===== src/rtl/cnb_pkg.sv =====
package cnb_pkg;
   // Opcode prefixes of the two accepted compare forms
   localparam logic [4:0] REG_FORM_PFX = 5'b10111;
   localparam logic [6:0] PTR_FORM_PFX = 7'b1011011;
   // Instruction length in bytes: opcode, immediate, displacement
   localparam int unsigned INSTR_BYTES = 3;
endpackage


===== src/rtl/cnb_decode.sv =====
module cnb_decode
   import cnb_pkg::*;
(
   input  logic [7:0] opcode,
   output logic       legal,
   output logic       indirect,
   output logic [2:0] idx
);
   logic is_reg, is_ptr;

   always_comb begin
      is_reg   = (opcode[7:3] == REG_FORM_PFX);
      is_ptr   = (opcode[7:1] == PTR_FORM_PFX);
      legal    = is_reg | is_ptr;
      indirect = is_ptr;
      idx      = is_ptr ? {2'b00, opcode[0]} : opcode[2:0];
   end
endmodule


===== src/rtl/cnb_calc.sv =====
module cnb_calc
   import cnb_pkg::*;
#(
   parameter int DW         = 8,
   parameter int AW         = 16,
   parameter bit BORROW_CMP = 1'b1
) (
   input  logic [DW-1:0] operand,
   input  logic [DW-1:0] imm,
   input  logic [DW-1:0] rel,
   input  logic [AW-1:0] pc,
   input  logic          cin,
   input  logic          legal,
   output logic [AW-1:0] nxt_pc,
   output logic          cout,
   output logic          take
);
   localparam int EXT = AW - DW;

   logic          below;
   logic          differ;
   logic [AW-1:0] seq_pc;
   logic [AW-1:0] rel_ext;

   generate
      if (BORROW_CMP) begin : g_borrow
         logic [DW:0] diff;
         assign diff  = {1'b0, operand} - {1'b0, imm};
         assign below = diff[DW];
      end else begin : g_direct
         assign below = (operand < imm);
      end
   endgenerate

   always_comb begin
      differ  = (operand != imm);
      seq_pc  = pc + AW'(INSTR_BYTES);
      rel_ext = {{EXT{rel[DW-1]}}, rel};
      take    = legal & differ;
      cout    = legal ? below : cin;
      if (!legal)      nxt_pc = pc;
      else if (differ) nxt_pc = seq_pc + rel_ext;
      else             nxt_pc = seq_pc;
   end
endmodule


===== src/rtl/cnb_timer.sv =====
module cnb_timer #(
   parameter int TOTAL = 4
) (
   input  logic clk,
   input  logic rst_n,
   input  logic start,
   output logic accept,
   output logic fire
);
   localparam int CW = (TOTAL > 1) ? $clog2(TOTAL) : 1;

   logic          busy;
   logic [CW-1:0] cnt;

   assign accept = start & ~busy;
   assign fire   = busy & (cnt == '0);

   always_ff @(posedge clk) begin
      if (!rst_n) begin
         busy <= 1'b0;
         cnt  <= '0;
      end else if (accept) begin
         busy <= 1'b1;
         cnt  <= CW'(TOTAL - 1);
      end else if (fire) begin
         busy <= 1'b0;
      end else if (busy) begin
         cnt  <= cnt - 1'b1;
      end
   end
endmodule


===== src/rtl/cnb_unit.sv =====
module cnb_unit #(
   parameter int DW         = 8,
   parameter int AW         = 16,
   parameter int MC_COUNT   = 2,
   parameter int CLK_PER_MC = 2,
   parameter bit BORROW_CMP = 1'b1
) (
   input  logic          clk,
   input  logic          rst_n,
   input  logic          start,
   input  logic [7:0]    opcode,
   input  logic [DW-1:0] operand,
   input  logic [DW-1:0] imm,
   input  logic [DW-1:0] rel,
   input  logic [AW-1:0] pc_in,
   input  logic          carry_in,
   output logic [2:0]    src_idx,
   output logic          src_indirect,
   output logic [AW-1:0] pc_next,
   output logic          carry_out,
   output logic          taken,
   output logic          illegal,
   output logic          done
);
   localparam int TOTAL = MC_COUNT * CLK_PER_MC;

   generate
      if (AW <= DW) begin : g_bad_aw
         $error("cnb_unit: AW must exceed DW");
      end
      if (DW < 2) begin : g_bad_dw
         $error("cnb_unit: DW must be at least 2");
      end
      if (TOTAL < 1) begin : g_bad_total
         $error("cnb_unit: cycle count must be positive");
      end
   endgenerate

   logic          legal_now;
   logic          accept, fire;
   logic          legal_q, cin_q;
   logic [DW-1:0] opd_q, imm_q, rel_q;
   logic [AW-1:0] pc_q;
   logic [AW-1:0] calc_pc;
   logic          calc_c, calc_take;

   cnb_decode u_dec (
      .opcode   (opcode),
      .legal    (legal_now),
      .indirect (src_indirect),
      .idx      (src_idx)
   );

   cnb_timer #(.TOTAL(TOTAL)) u_tmr (
      .clk    (clk),
      .rst_n  (rst_n),
      .start  (start),
      .accept (accept),
      .fire   (fire)
   );

   always_ff @(posedge clk) begin
      if (!rst_n) begin
         legal_q <= 1'b0;
         cin_q   <= 1'b0;
         opd_q   <= '0;
         imm_q   <= '0;
         rel_q   <= '0;
         pc_q    <= '0;
      end else if (accept) begin
         legal_q <= legal_now;
         cin_q   <= carry_in;
         opd_q   <= operand;
         imm_q   <= imm;
         rel_q   <= rel;
         pc_q    <= pc_in;
      end
   end

   cnb_calc #(.DW(DW), .AW(AW), .BORROW_CMP(BORROW_CMP)) u_calc (
      .operand (opd_q),
      .imm     (imm_q),
      .rel     (rel_q),
      .pc      (pc_q),
      .cin     (cin_q),
      .legal   (legal_q),
      .nxt_pc  (calc_pc),
      .cout    (calc_c),
      .take    (calc_take)
   );

   always_ff @(posedge clk) begin
      if (!rst_n) begin
         pc_next   <= '0;
         carry_out <= 1'b0;
         taken     <= 1'b0;
         illegal   <= 1'b0;
         done      <= 1'b0;
      end else begin
         done <= fire;
         if (fire) begin
            pc_next   <= calc_pc;
            carry_out <= calc_c;
            taken     <= calc_take;
            illegal   <= ~legal_q;
         end
      end
   end
endmodule


===== config.mk =====
export PLATFORM = sky130hd
export DESIGN_NAME = cnb_unit
export DESIGN_NICKNAME = d
export VERILOG_FILES = /design/src/rtl/cnb_pkg.sv /design/src/rtl/cnb_decode.sv /design/src/rtl/cnb_calc.sv /design/src/rtl/cnb_timer.sv /design/src/rtl/cnb_unit.sv
export SDC_FILE = /design/constraint.sdc
export NUM_CORES = 1
export LEC_CHECK = 0
export BUFFER_PORTS_ARGS = -buffer_cell sky130_fd_sc_hd__buf_4
export CAP_MARGIN = 15
export CORE_MARGIN = 2
export CORE_UTILIZATION = 46
export CTS_BUF_LIST = sky130_fd_sc_hd__clkbuf_2
export DETAILED_ROUTE_END_ITERATION = 8
export GPL_TIMING_DRIVEN = 0
export PLACE_DENSITY = 0.79
export RECOVER_POWER = 100
export SLEW_MARGIN = 40
export SYNTH_ARGS = -nofsm -noshare
export SYNTH_HDL_FRONTEND = slang
export SYNTH_HIERARCHICAL = 1
export SYNTH_SLANG_ARGS = --single-unit

===== constraint.sdc =====
create_clock -name clk -period 4.3 [get_ports clk]
set_input_delay 0.86 -clock clk [delete_from_list [all_inputs] [get_ports clk]]
set_output_delay 0.86 -clock clk [all_outputs]
set_load 0.1 [all_outputs]

==> qor.txt, run 1 <==
NumNets Final: 643
Worst Tran Pin Value: 1.19 ns
Setup TNS Final: 0 ns
Reg clk slew, reported paths: 0.17 ns
post-CTS setup buffer count: 0
EDFF count, synth: 0
CP top delay family: simple AND/OR/NAND/NOR gates
DRT Pass-1 Iters: 4
CTS sink count: 65
Largest stage delay, worst path: 0.42 ns
placed instance area: 0.00504 mm^2
initial antenna violation count: 0
Post-Syn Instances: 476
pwr dens: 284 mW/mm^2
n_diodes: 0
Syn Area/Cell: 9.11 um^2
Tcrit/Tclk final: 0.915
Worst Path Class, Setup: reg -> reg
IO Count: 76
Hold WC Path Type: reg -> reg
Residual DRC: 0
Commonest cells post-synth: dfxtp_1 (65), mux2i_1 (62), nor2b_1 (62)
GRT Total Usage: 0.213
core box area: 0.00920 mm^2
f_max: 0.254 GHz
number of DRC violations after detailed-routing iteration 0: 176
Routed Antenna Nets: 0
Die ar.: 0.0102 mm^2
root buffer cell: clkbuf_2
Yosys warnings: 6
most common cell in the synthesized netlist: dfxtp_1
CP cell instances: inv_1 > ha_1 > and3b_1 > buf_6 > and3_1 > and2_4 > and4_4 > xor2_1 > ha_1 > a21oi_1 > o21ai_0 > mux2i_1 > nand4_1 > a311o_1 > a21boi_1 > xor2_1 > mux2i_1 > nor2b_1
post-synth net total: 558
endpoints failing hold: 0
number of buffers created by CTS: 9
final WL: 10.4 mm
sequential area share after synthesis: 0.300
Post-synth top flop: dfxtp_1
hold buffer count at cts: 0
WP data required: 4.74 ns
fin. max-slew vios: 0
Leakage: 0.00209 uW
total grt overflow: 0
design area: 0.00492 mm^2
max cap viols: 0
flop2flop setup slack: 0.37 ns
average vias per placed instance: 5.36
cell taking the most area after synthesis: dfxtp_1
Async SR Flop Fraction: 0
largest net degree at the start of global routing: 17
WP buf/inv: 2
TritonCTS clock tree: built
Worst-Skew Late Latency: 0.50 ns
wire length per cell: 15.4 um
number of gates resized after cts: 0
hpwl dp: 8.18 mm
Critical-path top delay cell: dfxtp_1
CP endpoint kind: register
vias in the first global route: 3503
RSZ-0062 raised after global routing: false
vias: 3625
fraction of layout cells with a size suffix above 1: 0.145
Reg area: 0.00130 mm^2
slew margin rel.: 0.213
Starting Density: 0.471
Layout fillers: 902
multi-input logic area: 0.00275 mm^2
row count: 35
Clock Tree Buf Depth: 2
clk_skew: 0.0305 ns
area share of the largest cell type after synthesis: 0.300
status: finished clean
Final min period: 3.93 ns
CTS H-tree lvls: 3
count of final setup violators: 0
Core Util, Final: 0.535
Netlist cell types: 59
global-route wire length before repair: 17.1 mm
die height: 101 um
gpl congestion: 0.895
area growth from synthesis to layout: 13.5%
Die Wd: 101 um
PortBufs: 74
Post-Syn Area: 0.00434 mm^2
CP Launch Type: register
maximum VDD drop: 0.168 mV
largest cells by area after synthesis: dfxtp_1 (30%), mux2i_1 (14%), nor2b_1 (8.9%)
worst-path fanout max: 8
flops & latches, synth: 65
Arr. time, crit path: 4.38 ns
==> cell usage in the layout, fill, tap and decap left out, drive strengths merged, types with 4 or more instances in the layout <==
cell     n
nand4    7
clkbuf  56
a31oi    5
and3     8
a21o     7
ha      29
xnor2   12
and2     4
mux2i   62
nor2b   62
a21oi   26
inv     21
nor2    22
xor2    12
dfxtp   65
o21a     7
o21ai   21
nand2   27
o211ai   5
nand3    5
buf     53
==> metal layers <==
| layer | global-route usage | routed length (um) |
|---|---|---|
| met4 | 0.0780 | 133 |
| met5 | 0 | 0 |
| met1 | 0.297 | 5070 |
| met3 | 0.0451 | 568 |
| met2 | 0.324 | 4660 |
==> path summary, 6_finish.rpt <==
check / startpoint / endpoint / cells past startpoint
min reg2reg: cin_q$_SDFFE_PN0P_ / cin_q$_SDFFE_PN0P_ / 2
max reg2reg: pc_q[0]$_SDFFE_PN0P_ / pc_next[15]$_SDFFE_PN0P_ / 18
max: pc_q[0]$_SDFFE_PN0P_ / pc_next[15]$_SDFFE_PN0P_ / 18
min: cin_q$_SDFFE_PN0P_ / cin_q$_SDFFE_PN0P_ / 2
==> power by group <==
part / internal, uW / switching [uW] / leakage [uW] / total (uW)
Clock: 74.0 / 219 / 0.0000552 / 293
Sequential: 637 / 35.0 / 0.000532 / 672
Combinational: 181 / 250 / 0.00150 / 432
Total: 893 / 504 / 0.00209 / 1400
==> tightest hold or removal path, stage by stage, from the launching register on <==
cell     delay, ns
dfxtp_1       0.34
mux2i_1       0.12
nor2b_1       0.05
==> registers in the layout, summed over array words and instances, names as in the netlist <==
signal / count
carry_out: 1
cin_q: 1
done: 1
illegal: 1
imm_q: 8
legal_q: 1
opd_q: 8
pc_next: 16
pc_q: 16
rel_q: 8
taken: 1
u_tmr/busy: 1
u_tmr/cnt: 2
==> area by class of cell <==
cell class,count,share of cell area
plain buffers,24,0.0221
clock buffers,11,0.0112
clock inverters,4,0.00432
inverters,21,0.0160
multi-input cells,366,0.559
flip-flops and latches,65,0.264
well taps,111,0.0282
repair buffers,74,0.0946
==> stage by stage <==
| stage | hold WS (ns) | power, uW | setup WS (ns) | cells |
|---|---|---|---|---|
| 6_report | 0.532 | 1400 | 0.368 | 676 |
| 5_1_grt | 0.552 | 1480 | 0.0987 | 676 |
| 4_1_cts | 0.536 | 1430 | 0.382 | 676 |
| 3_5_place_dp | 0.498 | 1140 | 0.418 | 661 |
| 3_3_place_gp | 0.491 | 1120 | 0.498 | 661 |
| 2_1_floorplan | 0.474 | 1010 | 0.767 | 476 |
==> cells by family (layout without fill, tap and decap cells) <==
family                     Yosys count  count (layout)  synth area share
AOI/OAI and AO/OA                   97              97             0.154
xor gates and xnor gates            24              24            0.0485
adders and majority gates           30              30            0.0883
buffers and inverters               45             134            0.0620
DFF                                 65              65             0.300
muxes                               64              64             0.148
and+or+nand+nor                    151             151             0.199
(Power assumes the default switching activity.)
==> run 2, diff against run 1 <==
- REMOVE_ABC_BUFFERS: not set -> 1
- clock period: 4.3 -> 4.7 ns (I/O delays scaled with it)
==> run 2 against run 1 <==
The flow now finishes with violations (max-capacitance violations, max-slew violations); power is 5.9% lower; worst setup slack better by 0.40 ns; core utilization is 0.76 points lower; count of clock-buffer cells in the layout is 1 lower; sequential share of layout area is 0.41 points higher; fmax hardly changed; clock skew is 0.0064 ns lower; wire length is 10% lower; via count is 2.0% lower; first-iteration DRC count stayed put; critical endpoint unchanged.
==> qor.txt, run 2 (synthesis gave the netlist of run 1 again) <==
Tcrit/Tclk final: 0.837 (-0.0774)
DRT Pass-1 Iters: 4 (unchanged)
CTS H-tree lvls: 3 (unchanged)
count of final setup violators: 0 (unchanged)
row count: 35 (unchanged)
Switching Share: 0.340 (-0.0209)
Leakage: 0.00206 uW (-1.4%)
wire length per cell: 14.4 um (-6.8%)
gpl congestion: 0.907 (+1.4%)
pwr dens: 271 mW/mm^2 (-4.5%)
die height: 101 um (unchanged)
placed instance area: 0.00484 mm^2 (-4.0%)
CTS sink count: 65 (unchanged)
Arr. time, crit path: 4.37 ns (about the same)
design area: 0.00485 mm^2 (-1.4%)
hpwl dp: 6.70 mm (-18%)
post-CTS setup buffer count: 0 (unchanged)
status: finished, violations left
clk_skew: 0.0241 ns (-0.00638 ns)
hold buffer count at cts: 0 (unchanged)
IO Count: 76 (unchanged)
register share of total power: 0.468 (-0.013)
CP endpoint kind: register
NetSw: 447 uW (-11%)
final WL: 9.39 mm (-10%)
commonest non-fill, non-tap cells in the layout: dfxtp_1 (64), mux2i_1 (62), nor2b_1 (62)
vias: 3554 (-2.0%)
fraction of layout cells with a size suffix above 1: 0.149 (+0.00431)
average vias per placed instance: 5.44 (+1.5%)
NumNets Final: 619 (-3.7%)
Die Wd: 101 um (unchanged)
Gate power share: 0.288 (-0.021)
Hold WC Path Type: reg -> reg
Routed Antenna Nets: 0 (unchanged)
slew margin rel.: -0.450 (-0.662)
initial antenna violation count: 0 (unchanged)
f_max: 0.254 GHz (about the same)
maximum VDD drop: 0.205 mV (+22%)
Pint: 867 uW (-2.8%)
n_diodes: 0 (unchanged)
Layout fillers: 886 (-1.8%)
failing checks: max-capacitance violations, max-slew violations
Clock Tree Buf Depth: 2 (unchanged)
Worst Path Class, Setup: reg -> reg
Final min period: 3.93 ns (+0.00213 ns)
Design Power: 1310 uW (-5.9%)
CP Launch Type: register
Worst-Skew Late Latency: 0.49 ns (about the same)
WP data required: 5.13 ns (+0.39 ns)
Die ar.: 0.0102 mm^2 (unchanged)
total grt overflow: 0 (unchanged)
vias in the first global route: 3519 (+0.46%)
number of gates resized after cts: 0 (unchanged)
Starting Density: 0.471 (unchanged)
root buffer cell: clkbuf_2
Worst Tran Pin Value: 2.17 ns (+0.988 ns)
global-route wire length before repair: 15.9 mm (-6.9%)
PortBufs: 73 (-1.4%)
Clk pwr share: 0.244 (+0.034)
fin. max-slew vios: 66 (+66)
Reg clk slew, reported paths: 0.19 ns (+0.02 ns)
endpoints failing hold: 0 (unchanged)
most common cell after layout, fill and taps aside: dfxtp_1
Residual DRC: 0 (unchanged)
worst-path fanout max: 8 (unchanged)
number of DRC violations after detailed-routing iteration 0: 176 (unchanged)
TritonCTS clock tree: built
top flop regs: pc_next: 16 flops, pc_q: 16 flops
area growth from synthesis to layout: 11.9%
RSZ-0062 raised after global routing: false
largest net degree at the start of global routing: 66 (+49)
core box area: 0.00920 mm^2 (unchanged)
GRT Total Usage: 0.192 (-0.0210)
max cap viols: 1 (+1)
number of buffers created by CTS: 9 (unchanged)
## run 2: layout make-up
cell class,count,area [um^2],area share
inverter,21,78.8,0.0163
clock buffer,10,50.0,0.0103
sequential,65,1300,0.269
timing repair buffer,74,478,0.0986
multi-input combinational,366,2740,0.566
clock inverter,6,58.8,0.0121
tap,111,139,0.0286
## run 2: routing by layer
layer / GRT usage / vias up / part of all wire
met5: 0 / - / 0
met4: 0.0748 / 0 / 0.015
met3: 0.0319 / 12 / 0.044
met2: 0.336 / 77 / 0.49
met1: 0.234 / 1661 / 0.45
li1: - / 1804 / -
## run 2: worst paths after layout
kind	to	start	slack, ns	cells after the start
min reg2reg	illegal$_SDFFE_PN0P_	illegal$_SDFFE_PN0P_	0.53	1
max	pc_next[15]$_SDFFE_PN0P_	pc_q[0]$_SDFFE_PN0P_	0.77	17
max reg2reg	pc_next[15]$_SDFFE_PN0P_	pc_q[0]$_SDFFE_PN0P_	0.77	17
min	illegal$_SDFFE_PN0P_	illegal$_SDFFE_PN0P_	0.53	1
## run 2: power groups by stage
stage	clock network, uW	logic, uW	registers (uW)
2_1_floorplan	0	243	652
3_5_place_dp	0	378	627
5_1_grt	360	414	621
6_report	321	378	615
3_3_place_gp	0	367	625
4_1_cts	334	380	615
## run 2: critical path: stages (launching register included)
cell and delay [ns]:
dfxtp_1 0.43, inv_1 0.11, ha_1 0.24, and3b_1 0.34
and3_4 0.22, and2_4 0.17, and4_4 0.26, xor2_1 0.08
ha_1 0.41, a21oi_1 0.10, o21ai_0 0.29, mux2i_1 0.22
nand4_1 0.13, a311o_1 0.28, a21boi_0 0.23, xor2_1 0.17
mux2i_1 0.09, nor2b_1 0.11
## run 2: through the flow
step	utilization	hold WS, ns	worst slack [ns]	instances	TNS, ns
2_1_floorplan	-	0.474	-0.180	452	-0.180
3_3_place_gp	0.525	0.490	0.956	636	0
3_5_place_dp	0.526	0.492	0.901	636	0
4_1_cts	0.538	0.532	0.851	652	0
5_1_grt	0.527	0.566	0.385	653	0
6_report	0.527	0.526	0.765	653	0
